## src/rtl/usb_in_ep_ctrl.sv

```systemverilog
module usb_in_ep_ctrl (
  input  logic       clk,
  input  logic       rst_n,
  input  logic       iso_mode,
  input  logic       dbl_buf,
  input  logic       iso_sof_hold,
  input  logic       irq_en,
  input  logic       reg_wr,
  input  logic [7:0] reg_wdata,
  output logic [7:0] reg_rdata,
  input  logic       tok_in,
  input  logic       sof,
  input  logic       tx_done,
  output logic       resp_valid,
  output logic [2:0] resp_code,
  output logic       data_tgl,
  output logic       irq,
  output logic       buf_drop,
  output logic       buf_clear
);
  localparam logic [2:0] RSP_D0    = 3'd1;
  localparam logic [2:0] RSP_D1    = 3'd2;
  localparam logic [2:0] RSP_NAK   = 3'd3;
  localparam logic [2:0] RSP_STALL = 3'd4;
  localparam logic [2:0] RSP_ZLP   = 3'd5;

  logic [1:0] cnt, cnt_a, cnt_n, slots, avail;
  logic hold, hold_n, tgl, stall_req, stall_sent, underrun, flush_r;
  logic wr_commit, stall_act, data_act, under_act, tx_ok, fl_drop;
  logic unused_wd;

  assign unused_wd = reg_wdata[7] ^ reg_wdata[1];
  assign slots     = dbl_buf ? 2'd2 : 2'd1;
  assign avail     = cnt - {1'b0, hold};

  assign wr_commit = reg_wr & reg_wdata[0] & (cnt < slots);
  assign stall_act = tok_in & stall_req & ~iso_mode;
  assign data_act  = tok_in & ~stall_act & (avail != 2'd0);
  assign under_act = tok_in & ~stall_act & ~data_act;
  assign tx_ok     = tx_done & (avail != 2'd0) & ~stall_act;

  assign cnt_a   = cnt + {1'b0, wr_commit} - {1'b0, tx_ok};
  assign fl_drop = flush_r & (cnt_a != 2'd0);
  assign cnt_n   = stall_act ? 2'd0 : cnt_a - {1'b0, fl_drop};

  always_comb begin
    hold_n = hold;
    if (sof) hold_n = 1'b0;
    if (wr_commit && iso_mode && iso_sof_hold) hold_n = 1'b1;
    if (cnt_n == 2'd0) hold_n = 1'b0;
  end

  assign reg_rdata = {2'b00, stall_sent, stall_req, flush_r, underrun,
                      cnt != 2'd0, (cnt == slots) & ~hold};
  assign data_tgl  = tgl;

  always_ff @(posedge clk) begin
    if (!rst_n) begin
      cnt        <= 2'd0;
      hold       <= 1'b0;
      tgl        <= 1'b0;
      stall_req  <= 1'b0;
      stall_sent <= 1'b0;
      underrun   <= 1'b0;
      flush_r    <= 1'b0;
      resp_valid <= 1'b0;
      resp_code  <= 3'd0;
      irq        <= 1'b0;
      buf_drop   <= 1'b0;
      buf_clear  <= 1'b0;
    end else begin
      cnt        <= cnt_n;
      hold       <= hold_n;
      stall_sent <= stall_act | (stall_sent & ~(reg_wr & reg_wdata[5]));
      underrun   <= under_act | (underrun & ~(reg_wr & reg_wdata[2]));
      flush_r    <= reg_wr & reg_wdata[3];
      if (reg_wr) stall_req <= reg_wdata[4];
      if ((reg_wr && reg_wdata[6]) || iso_mode) tgl <= 1'b0;
      else if (tx_ok)                            tgl <= ~tgl;
      resp_valid <= tok_in;
      if (stall_act)     resp_code <= RSP_STALL;
      else if (data_act) resp_code <= tgl ? RSP_D1 : RSP_D0;
      else if (iso_mode) resp_code <= RSP_ZLP;
      else               resp_code <= RSP_NAK;
      irq       <= tx_ok & irq_en;
      buf_drop  <= fl_drop;
      buf_clear <= stall_act;
    end
  end


  resp_after_token_chk: assert property (@(posedge clk) disable iff (!rst_n)
    resp_valid |-> $past(tok_in));


  stall_empties_chk: assert property (@(posedge clk) disable iff (!rst_n)
    (resp_valid && resp_code == RSP_STALL) |-> (reg_rdata[5] && !reg_rdata[1] && buf_clear));


  iso_no_stall_chk: assert property (@(posedge clk) disable iff (!rst_n)
    (resp_valid && $past(iso_mode)) |-> resp_code != RSP_STALL);


  underrun_set_chk: assert property (@(posedge clk) disable iff (!rst_n)
    (resp_valid && (resp_code == RSP_NAK || resp_code == RSP_ZLP)) |-> reg_rdata[2]);


  irq_cause_chk: assert property (@(posedge clk) disable iff (!rst_n)
    irq |-> $past(tx_done && irq_en));


  flush_self_clear_chk: assert property (@(posedge clk) disable iff (!rst_n)
    (reg_rdata[3] && !(reg_wr && reg_wdata[3])) |=> !reg_rdata[3]);


  iso_data0_chk: assert property (@(posedge clk) disable iff (!rst_n)
    (resp_valid && $past(iso_mode) && $past(iso_mode, 2)) |-> resp_code != RSP_D1);
endmodule

```

## config.mk

```make
export PLATFORM = sky130hd
export DESIGN_NAME = usb_in_ep_ctrl
export DESIGN_NICKNAME = d
export VERILOG_FILES = /design/src/rtl/usb_in_ep_ctrl.sv
export SDC_FILE = /design/constraint.sdc
export NUM_CORES = 1
export LEC_CHECK = 0
export BUFFER_PORTS_ARGS = -buffer_cell sky130_fd_sc_hd__buf_4
export CAP_MARGIN = 20
export CORE_MARGIN = 1.5
export CORE_UTILIZATION = 40
export CTS_CLUSTER_SIZE = 24
export DETAILED_ROUTE_END_ITERATION = 6
export PLACE_DENSITY_LB_ADDON = 0.08
export REMOVE_ABC_BUFFERS = 1
export SYNTH_ARGS = -nofsm -noshare
export SYNTH_HDL_FRONTEND = slang
export SYNTH_SLANG_ARGS = --single-unit
export TNS_END_PERCENT = 20
```

## constraint.sdc

```tcl
create_clock -name clk -period 3.3 [get_ports clk]
set_input_delay 0.165 -clock clk [delete_from_list [all_inputs] [get_ports clk]]
set_output_delay 0.165 -clock clk [all_outputs]
set_load 0.01 [all_outputs]
```

======== Yosys cells after proc, flatten, opt, wreduce, memory -nomap -nowiden ========
Cells that the tools add are included.
operators by class
  add/subtract/negate cells ............... 4
  order comparisons ....................... 1
  equality and inequality tests ........... 1
  multiplexer cells ....................... 8
  bitwise gates (word level) .............. 27
  reduce and logical (&&, ||, !) cells .... 12
operator list
  cell                                         number
  1-bit bitwise AND                            17
  3-bit two-way mux                            3
  1-bit NOT                                    8
  2-bit nonzero test                           4
  2-bit two-way mux                            3
  2-bit OR reduction                           3
  2-bit by 1-bit subtractor with 2-bit output  3
  1-bit logical AND                            3
  2-bit by 1-bit adder with 2-bit output       1
  2-bit == test                                1
  2-bit zero test                              1
  2-bit less-than comparator                   1
  1-bit two-way mux                            2
  1-bit bitwise OR                             2
  1-bit logical OR                             1
word-level totals
  register bits after elaboration ......... 15
  bits of input ports ..................... 18
  word-level logic and storage cells ...... 66

======== Longest topological paths before layout ========
Gate-level depths: netlist (run 1).
  depth in word-level cells ............... 11
  depth in mapped cells ................... 14

======== Worst setup path before layout (run 1) ========
No wires, ideal clock.
  path type ............................... reg2reg
  start point ............................. register cnt[1]
  end point ............................... register hold
  arrival time ............................ 2.990 ns
  data required time ...................... 3.226 ns
  path slack .............................. 0.236 ns
  cell stages (with the launch flop) ...... 13
  path buffers ............................ 0
  cells stage by stage .................... dfxtp_1 -> ha_1 -> nor2b_1 -> nor3_1 -> or2_4 -> nand2_1 -> ha_1 -> nor4_1 -> a211oi_1 -> ha_1 -> xnor2_1 -> or3_1 -> a31oi_1
between the ends
  longest elaborated chain between the ends .. 11
  elaborated cells on any way between the ends .. 18
ends and longest elaborated chain
  item                                             RTL line  text
  from (decl)                                      27        logic [1:0] cnt, cnt_a, cnt_n, slots, avail;
  from (signal assigned)                           72        cnt <= cnt_n;
  2-bit by 1-bit subtractor with 2-bit output      34        assign avail = cnt - {1'b0, hold};
  2-bit nonzero test                               40        assign tx_ok = tx_done & (avail != 2'd0) & ~stall_act;
  1-bit bitwise AND (2 in series)                  40
  2-bit by 1-bit subtractor with 2-bit output (*)  42        assign cnt_a = cnt + {1'b0, wr_commit} - {1'b0, tx_ok};
  2-bit nonzero test (*)                           43        assign fl_drop = flush_r & (cnt_a != 2'd0);
  1-bit bitwise AND (*)                            43
  net fl_drop                                      29        logic wr_commit, stall_act, data_act, under_act, tx_ok, fl_drop;
  2-bit by 1-bit subtractor with 2-bit output (*)  44        assign cnt_n = stall_act ? 2'd0 : cnt_a - {1'b0, fl_drop};
  2-bit two-way mux (*)                            44
  2-bit zero test (*)                              50        if (cnt_n == 2'd0) hold_n = 1'b0;
  2-bit OR reduction (no line) (*)                 --
  to (signal assigned)                             73        hold <= hold_n;
  to (decl)                                        28        logic hold, hold_n, tgl, stall_req, stall_sent, underrun, flush_r;
Mark *: on every way through the listed nets, which the timed path passes. The rest lies on a longest branch.
A chain may end at the register's enable or synchronous reset.

======== Worst setup path after layout (run 1) ========
Ends and elaborated chain as after synthesis.

==> results of run 1 <==
[through the flow]
| step | hold slack [ns] | instances | instance area, µm² | util [%] |
|---|---|---|---|---|
| global route | 0.0486 | 138 | 1020 | 58.2 |
| finish | 0.0587 | 138 | 1020 | 58.2 |
| floorplan | 0.241 | 78 | 718 | - |
| CTS | 0.0545 | 138 | 1010 | 57.8 |
| global placement | 0.358 | 134 | 982 | 56.3 |
| detailed placement | 0.355 | 134 | 982 | 56.3 |
[power by group]
part / internal [W] / leakage, nW / switching, W
clock network: 0.0000449 / 0.0177 / 0.0000595
registers: 0.000203 / 0.123 / 0.0000137
logic: 0.000106 / 0.335 / 0.000112
total: 0.000354 / 0.476 / 0.000185
[flip-flops by register name (all words and copies together), names as in the netlist]
register and cells:
resp_code 3, cnt 2, buf_clear 1, buf_drop 1
data_tgl 1, flush_r 1, hold 1, irq 1
resp_valid 1, stall_req 1, stall_sent 1, underrun 1
[worst min path at each step]
stage                 startpoint       end  slack [ns]
floorplan               iso_mode  data_tgl        0.24
global placement    reg_wdata[6]  data_tgl        0.36
detailed placement  reg_wdata[6]  data_tgl        0.36
CTS                 reg_wdata[6]  data_tgl        0.05
global route        reg_wdata[6]  data_tgl        0.05
finish              reg_wdata[6]  data_tgl        0.06
[final cells by class]
type	instances	area (µm²)
fillers	178	729
multi-input cells	58	405
flip-flops and latches	15	300
repair buffers	31	233
well taps	25	31.3
clock buffers	3	22.5
inverters	5	18.8
clock inverters	1	5.00
[cell usage after synthesis, types with 2 or more instances]
cell,n
xnor2_1,2
nand2_1,11
buf_4,6
and2_1,2
a21oi_1,3
inv_1,5
ha_1,4
nor2b_1,2
a2111oi_2,2
dfxtp_1,15
o21ai_0,4
nor2_1,6
[critical path: cells and delay by family, from the launching register on]
family                   cells  cell delay, ns
AND/OR/NAND/NOR              6            1.20
adder cells (fa/ha/maj)      3            0.68
XOR/XNOR                     2            0.45
flip-flops                   1            0.32
AO/OA/AOI/OAI                2            0.27
[cells by family after synthesis]
family	Yosys count	share of synthesized area, %
xor gates and xnor gates	4	5.60
and+or+nand+nor	31	20.3
buffers and inverters	11	8.40
muxes	1	1.32
DFF	15	39.5
AOI/OAI and AO/OA	16	17.8
other	1	0.494
adders and majority gates	4	6.59
[layer usage]
layer  GRT usage, %  up-vias  part of all wire, %
li1               -      341                    -
met1           23.1      291                   45
met2           27.5       24                   48
met3           3.92        0                  7.1
met4           3.43        0                    0
met5              0        -                    0
[repair_timing]
item | 4_1_cts | 5_1_grt
endpoints found under the hold margin | 0 | 0
resized for setup | 0 | 1
setup endpoints to repair | 0 | 2
==> reports/summary.txt, run 1 <==
outcome: finished, final reports clean
pwr dens: 531 nW/µm²
die height: 46.6 µm
final slew viol count: 0
Worst R2R End: hold
Critical Path Fanout Max: 3
Main synth FF type: dfxtp_1
CTS Hold Bufs: 0
Setup crit start: cnt[1]
leakage power: 0.476 nW
Largest stage delay, worst path: 0.35 ns
Yosys top cell by area: dfxtp_1
Worst Setup End Kind: flop
dpl hpwl: 1.21 mm
GPL Wtd Cong: 0.696
Fin Clk Skew: 0.00376 ns
crit path launch type: flop
final setup violation count: 0
First-pass DRT Iterations: 4
Synth async-reset ratio: 0%
first-pass GRT wire length: 2.64 mm
CTS tree: built
DRT Wirelength: 1.55 mm
commonest cells after routing, fill and taps aside: buf_4, dfxtp_1, nand2_1
TritonCTS Sinks: 15
Horiz. Die Dim: 46.6 µm
Detail Route Antenna Nets: 0
CP endpoint: hold
1st-iter DRT viols: 12
Worst R2R Setup Slack: 0.30 ns
FF+latch count, synth: 15
H-Tree Depth: 1
crit-path most repeated cell: ha_1
Via density: 4.75
core area: 1750 µm²
Reg2Reg Depth: 13
die area: 2170 µm²
I/O Buffers: 29
top post-synthesis cells by area: dfxtp_1, ha_1, buf_4
unrepaired setup endpoints after global routing: false
Mapped Area: 759 µm²
Initial Util: 43.5%
Reg clk slew, reported paths: 0.09 ns
number of enable flip-flop cells after synthesis: 0
Antenna Cells: 0
Crit-path slowest cell: or3_1
Setup Total Neg Slack: 0 ns
vias in the first global route: 613
worst hold path type: primary input to flop
CTS Buf Count: 3
drt drc: 0
share of the synthesized area in the top cell type: 39.5%
Hold Crit Depth: 2
Top Ports: 34
Overflow after GRT: 0
# Max-Cap Violations: 0
sequential-to-total area share from yosys stat: 39.5%
clk root buf: clkbuf_4
Highest Clock Rate: 0.333 GHz
Net count, final: 136
Synth Warn #: 0
Cells after Synth: 83
Final Total Pwr: 0.000540 W
initial antenna violation count: 0
Rows: 15
WS Path Type: flop to flop
CP arrival: 3.21 ns
share of cells above drive strength 1: 38.1%
Avg Inst Size Synth: 9.15 µm²
Reg-to-Reg Start: cnt[1]
VDD IR max: 0.254 mV
WL/cell: 11.3 µm
largest net degree at the start of global routing: 10
final worst setup slack: 0.301 ns
worst path cell trace: ha_1 > nor2b_1 > nor3_1 > or2_4 > nand2_1 > ha_1 > xnor2_1 > and2_1 > a211oi_1 > ha_1 > xnor2_1 > or3_1 > a31oi_1
Longest Clk Path Bufs: 2
fin crit period: 3.00 ns
Area growth, synth to finish: 33.8%
commonest non-fill, non-tap cell in the layout: buf_4
CP Data Required Time: 3.51 ns
clk_lat worst skew: 0.28 ns
postcts setup bufs: 0
distinct cell type count after synthesis: 33
GRT Util Overall: 17.0%
Final Hold Vio Count: 0
pre-CTS WS: 0.292 ns
Final period util: 90.9%
routed via count: 656
Note: power is estimated with default switching activity, not from simulation.
==> run 2: changes to the inputs <==
Settings changed: CORE_MARGIN 1.5 to 3.
==> run 2 against run 1 <==
Wire length increased by 9.2%. Count of clock-buffer cells in the layout stayed put. Via count increased by 3.7%. Non-clock buffer count did not move. Worst hold slack got worse by 0.00097 ns. Combinational power is essentially flat. Power is 0.66% higher. Die area rose by 13%. Cell area unchanged. Critical endpoint unchanged. Largest cell class unchanged.
==> reports/summary.txt, run 2 (same netlist as run 1, synthesis figures left out) <==
outcome: finished, final reports clean
CTS Buf Count: 3
Horiz. Die Dim: 49.6 µm
DRT Wirelength: 1.70 mm
I/O Buffers: 29
core area: 1760 µm²
commonest cells after routing, fill and taps aside: buf_4, dfxtp_1, nand2_1
final setup violation count: 0
max reg flops: 3
Highest Clock Rate: 0.328 GHz
Biggest register: resp_code
leakage power: 0.476 nW
GRT Util Overall: 14.6%
Internal: 0.000354 W
worst hold path type: primary input to flop
H-Tree Depth: 1
crit path launch type: flop
routed via count: 680
Reg clk slew, reported paths: 0.10 ns
First-pass DRT Iterations: 4
non-filler cells, final: 138
Seq pwr share: 40.0%
CTS Hold Bufs: 0
1st-iter DRT viols: 16
Detail Route Antenna Nets: 0
Overflow after GRT: 0
Critical Path Fanout Max: 3
unrepaired setup endpoints after global routing: false
Gate power share: 40.2%
dpl hpwl: 1.31 mm
share of cells above drive strength 1: 38.1%
fin crit period: 3.05 ns
Hold WS: 0.0578 ns
Cells after DPL: 134
WL/cell: 12.3 µm
Final Hold Vio Count: 0
Final period util: 92.5%
largest net degree at the start of global routing: 10
CTS tree: built
final core occ: 57.6%
vias in the first global route: 658
GPL Wtd Cong: 0.750
clk_lat worst skew: 0.28 ns
Psw: 0.000190 W
CP arrival: 3.26 ns
largest registers: resp_code x3, cnt x2
final slew viol count: 0
Fin Clk Skew: 0.00794 ns
first-pass GRT wire length: 2.82 mm
combined area of the multi-input logic cells: 405 µm²
fillcell total: 180
Initial Util: 43.0%
Via density: 4.93
initial antenna violation count: 0
pwr dens: 535 nW/µm²
switching share of power: 34.9%
Top Ports: 34
WS Path Type: flop to flop
Worst Setup End Kind: flop
drt drc: 0
die area: 2460 µm²
clk root buf: clkbuf_4
die height: 49.6 µm
Clock Power Share: 19.8%
Rows: 15
CP Data Required Time: 3.51 ns
Area growth, synth to finish: 33.8%
FF+latch area: 300 µm²
commonest non-fill, non-tap cell in the layout: buf_4
Net count, final: 136
Setup Total Neg Slack: 0 ns
# Max-Cap Violations: 0
VDD IR max: 0.303 mV
Longest Clk Path Bufs: 2
Antenna Cells: 0
TritonCTS Sinks: 15
-- run 2: cell counts in the layout (fill, tap and decap cells not counted) --
Identical to the previous run, type by type.
-- run 2: layout make-up --
type	count	share of cell area, %
clock inverter	1	0.493
inverter	5	1.85
timing repair buffer	31	22.9
sequential	15	29.6
multi-input combinational	58	39.9
tap	25	3.08
clock buffer	3	2.22
-- run 2: through the flow --
stage | cell area [µm²] | setup WS, ns | total power (W)
floorplan | 718 | 0.236 | 0.000352
global placement | 982 | 0.316 | 0.000431
detailed placement | 982 | 0.251 | 0.000435
CTS | 1010 | 0.208 | 0.000543
global route | 1020 | 0.00582 | 0.000584
finish | 1020 | 0.248 | 0.000543
-- run 2: power by group through the flow --
| stage | registers [W] | clock network (W) | logic (W) |
|---|---|---|---|
| final | 0.000217 | 0.000108 | 0.000218 |
| after CTS | 0.000217 | 0.000110 | 0.000216 |
| after global placement | 0.000222 | 0 | 0.000209 |
| after floorplan | 0.000231 | 0 | 0.000121 |
| after detailed placement | 0.000222 | 0 | 0.000214 |
| after global routing | 0.000220 | 0.000117 | 0.000246 |
-- run 2: path summary, 6_finish.rpt --
| kind | slack [ns] | to | from | cells after the start |
|---|---|---|---|---|
| setup reg to reg | 0.25 | hold | cnt[1] | 13 |
| hold / removal | 0.06 | data_tgl | reg_wdata[6] | 2 |
| hold reg to reg | 0.50 | buf_drop | flush_r | 2 |
| setup / recovery | 0.25 | hold | cnt[1] | 13 |
-- run 2: critical path: stages, from the launching register on --
cell and delay, ns:
dfxtp_1 0.32, ha_1 0.27, nor2b_1 0.15, nor3_1 0.27, or2_4 0.20, nand2_1 0.06, ha_1 0.18, xnor2_1 0.30
and2_1 0.23, a211oi_1 0.09, ha_1 0.22, xnor2_1 0.14, or3_1 0.33, a31oi_1 0.20
-- run 2: routing by layer --
layer / wire length, µm / vias up / global-route usage, %
li1: - / 342 / -
met1: 756 / 305 / 18.0
met2: 789 / 31 / 24.2
met3: 139 / 2 / 3.63
met4: 12 / 0 / 5.53
met5: 0 / - / 0
-- run 2: repair_timing --
item,4_1_cts,5_1_grt
hold endpoints to repair,0,0
buffers inserted,0,0
gates resized for setup,0,1
setup endpoints to repair,0,1
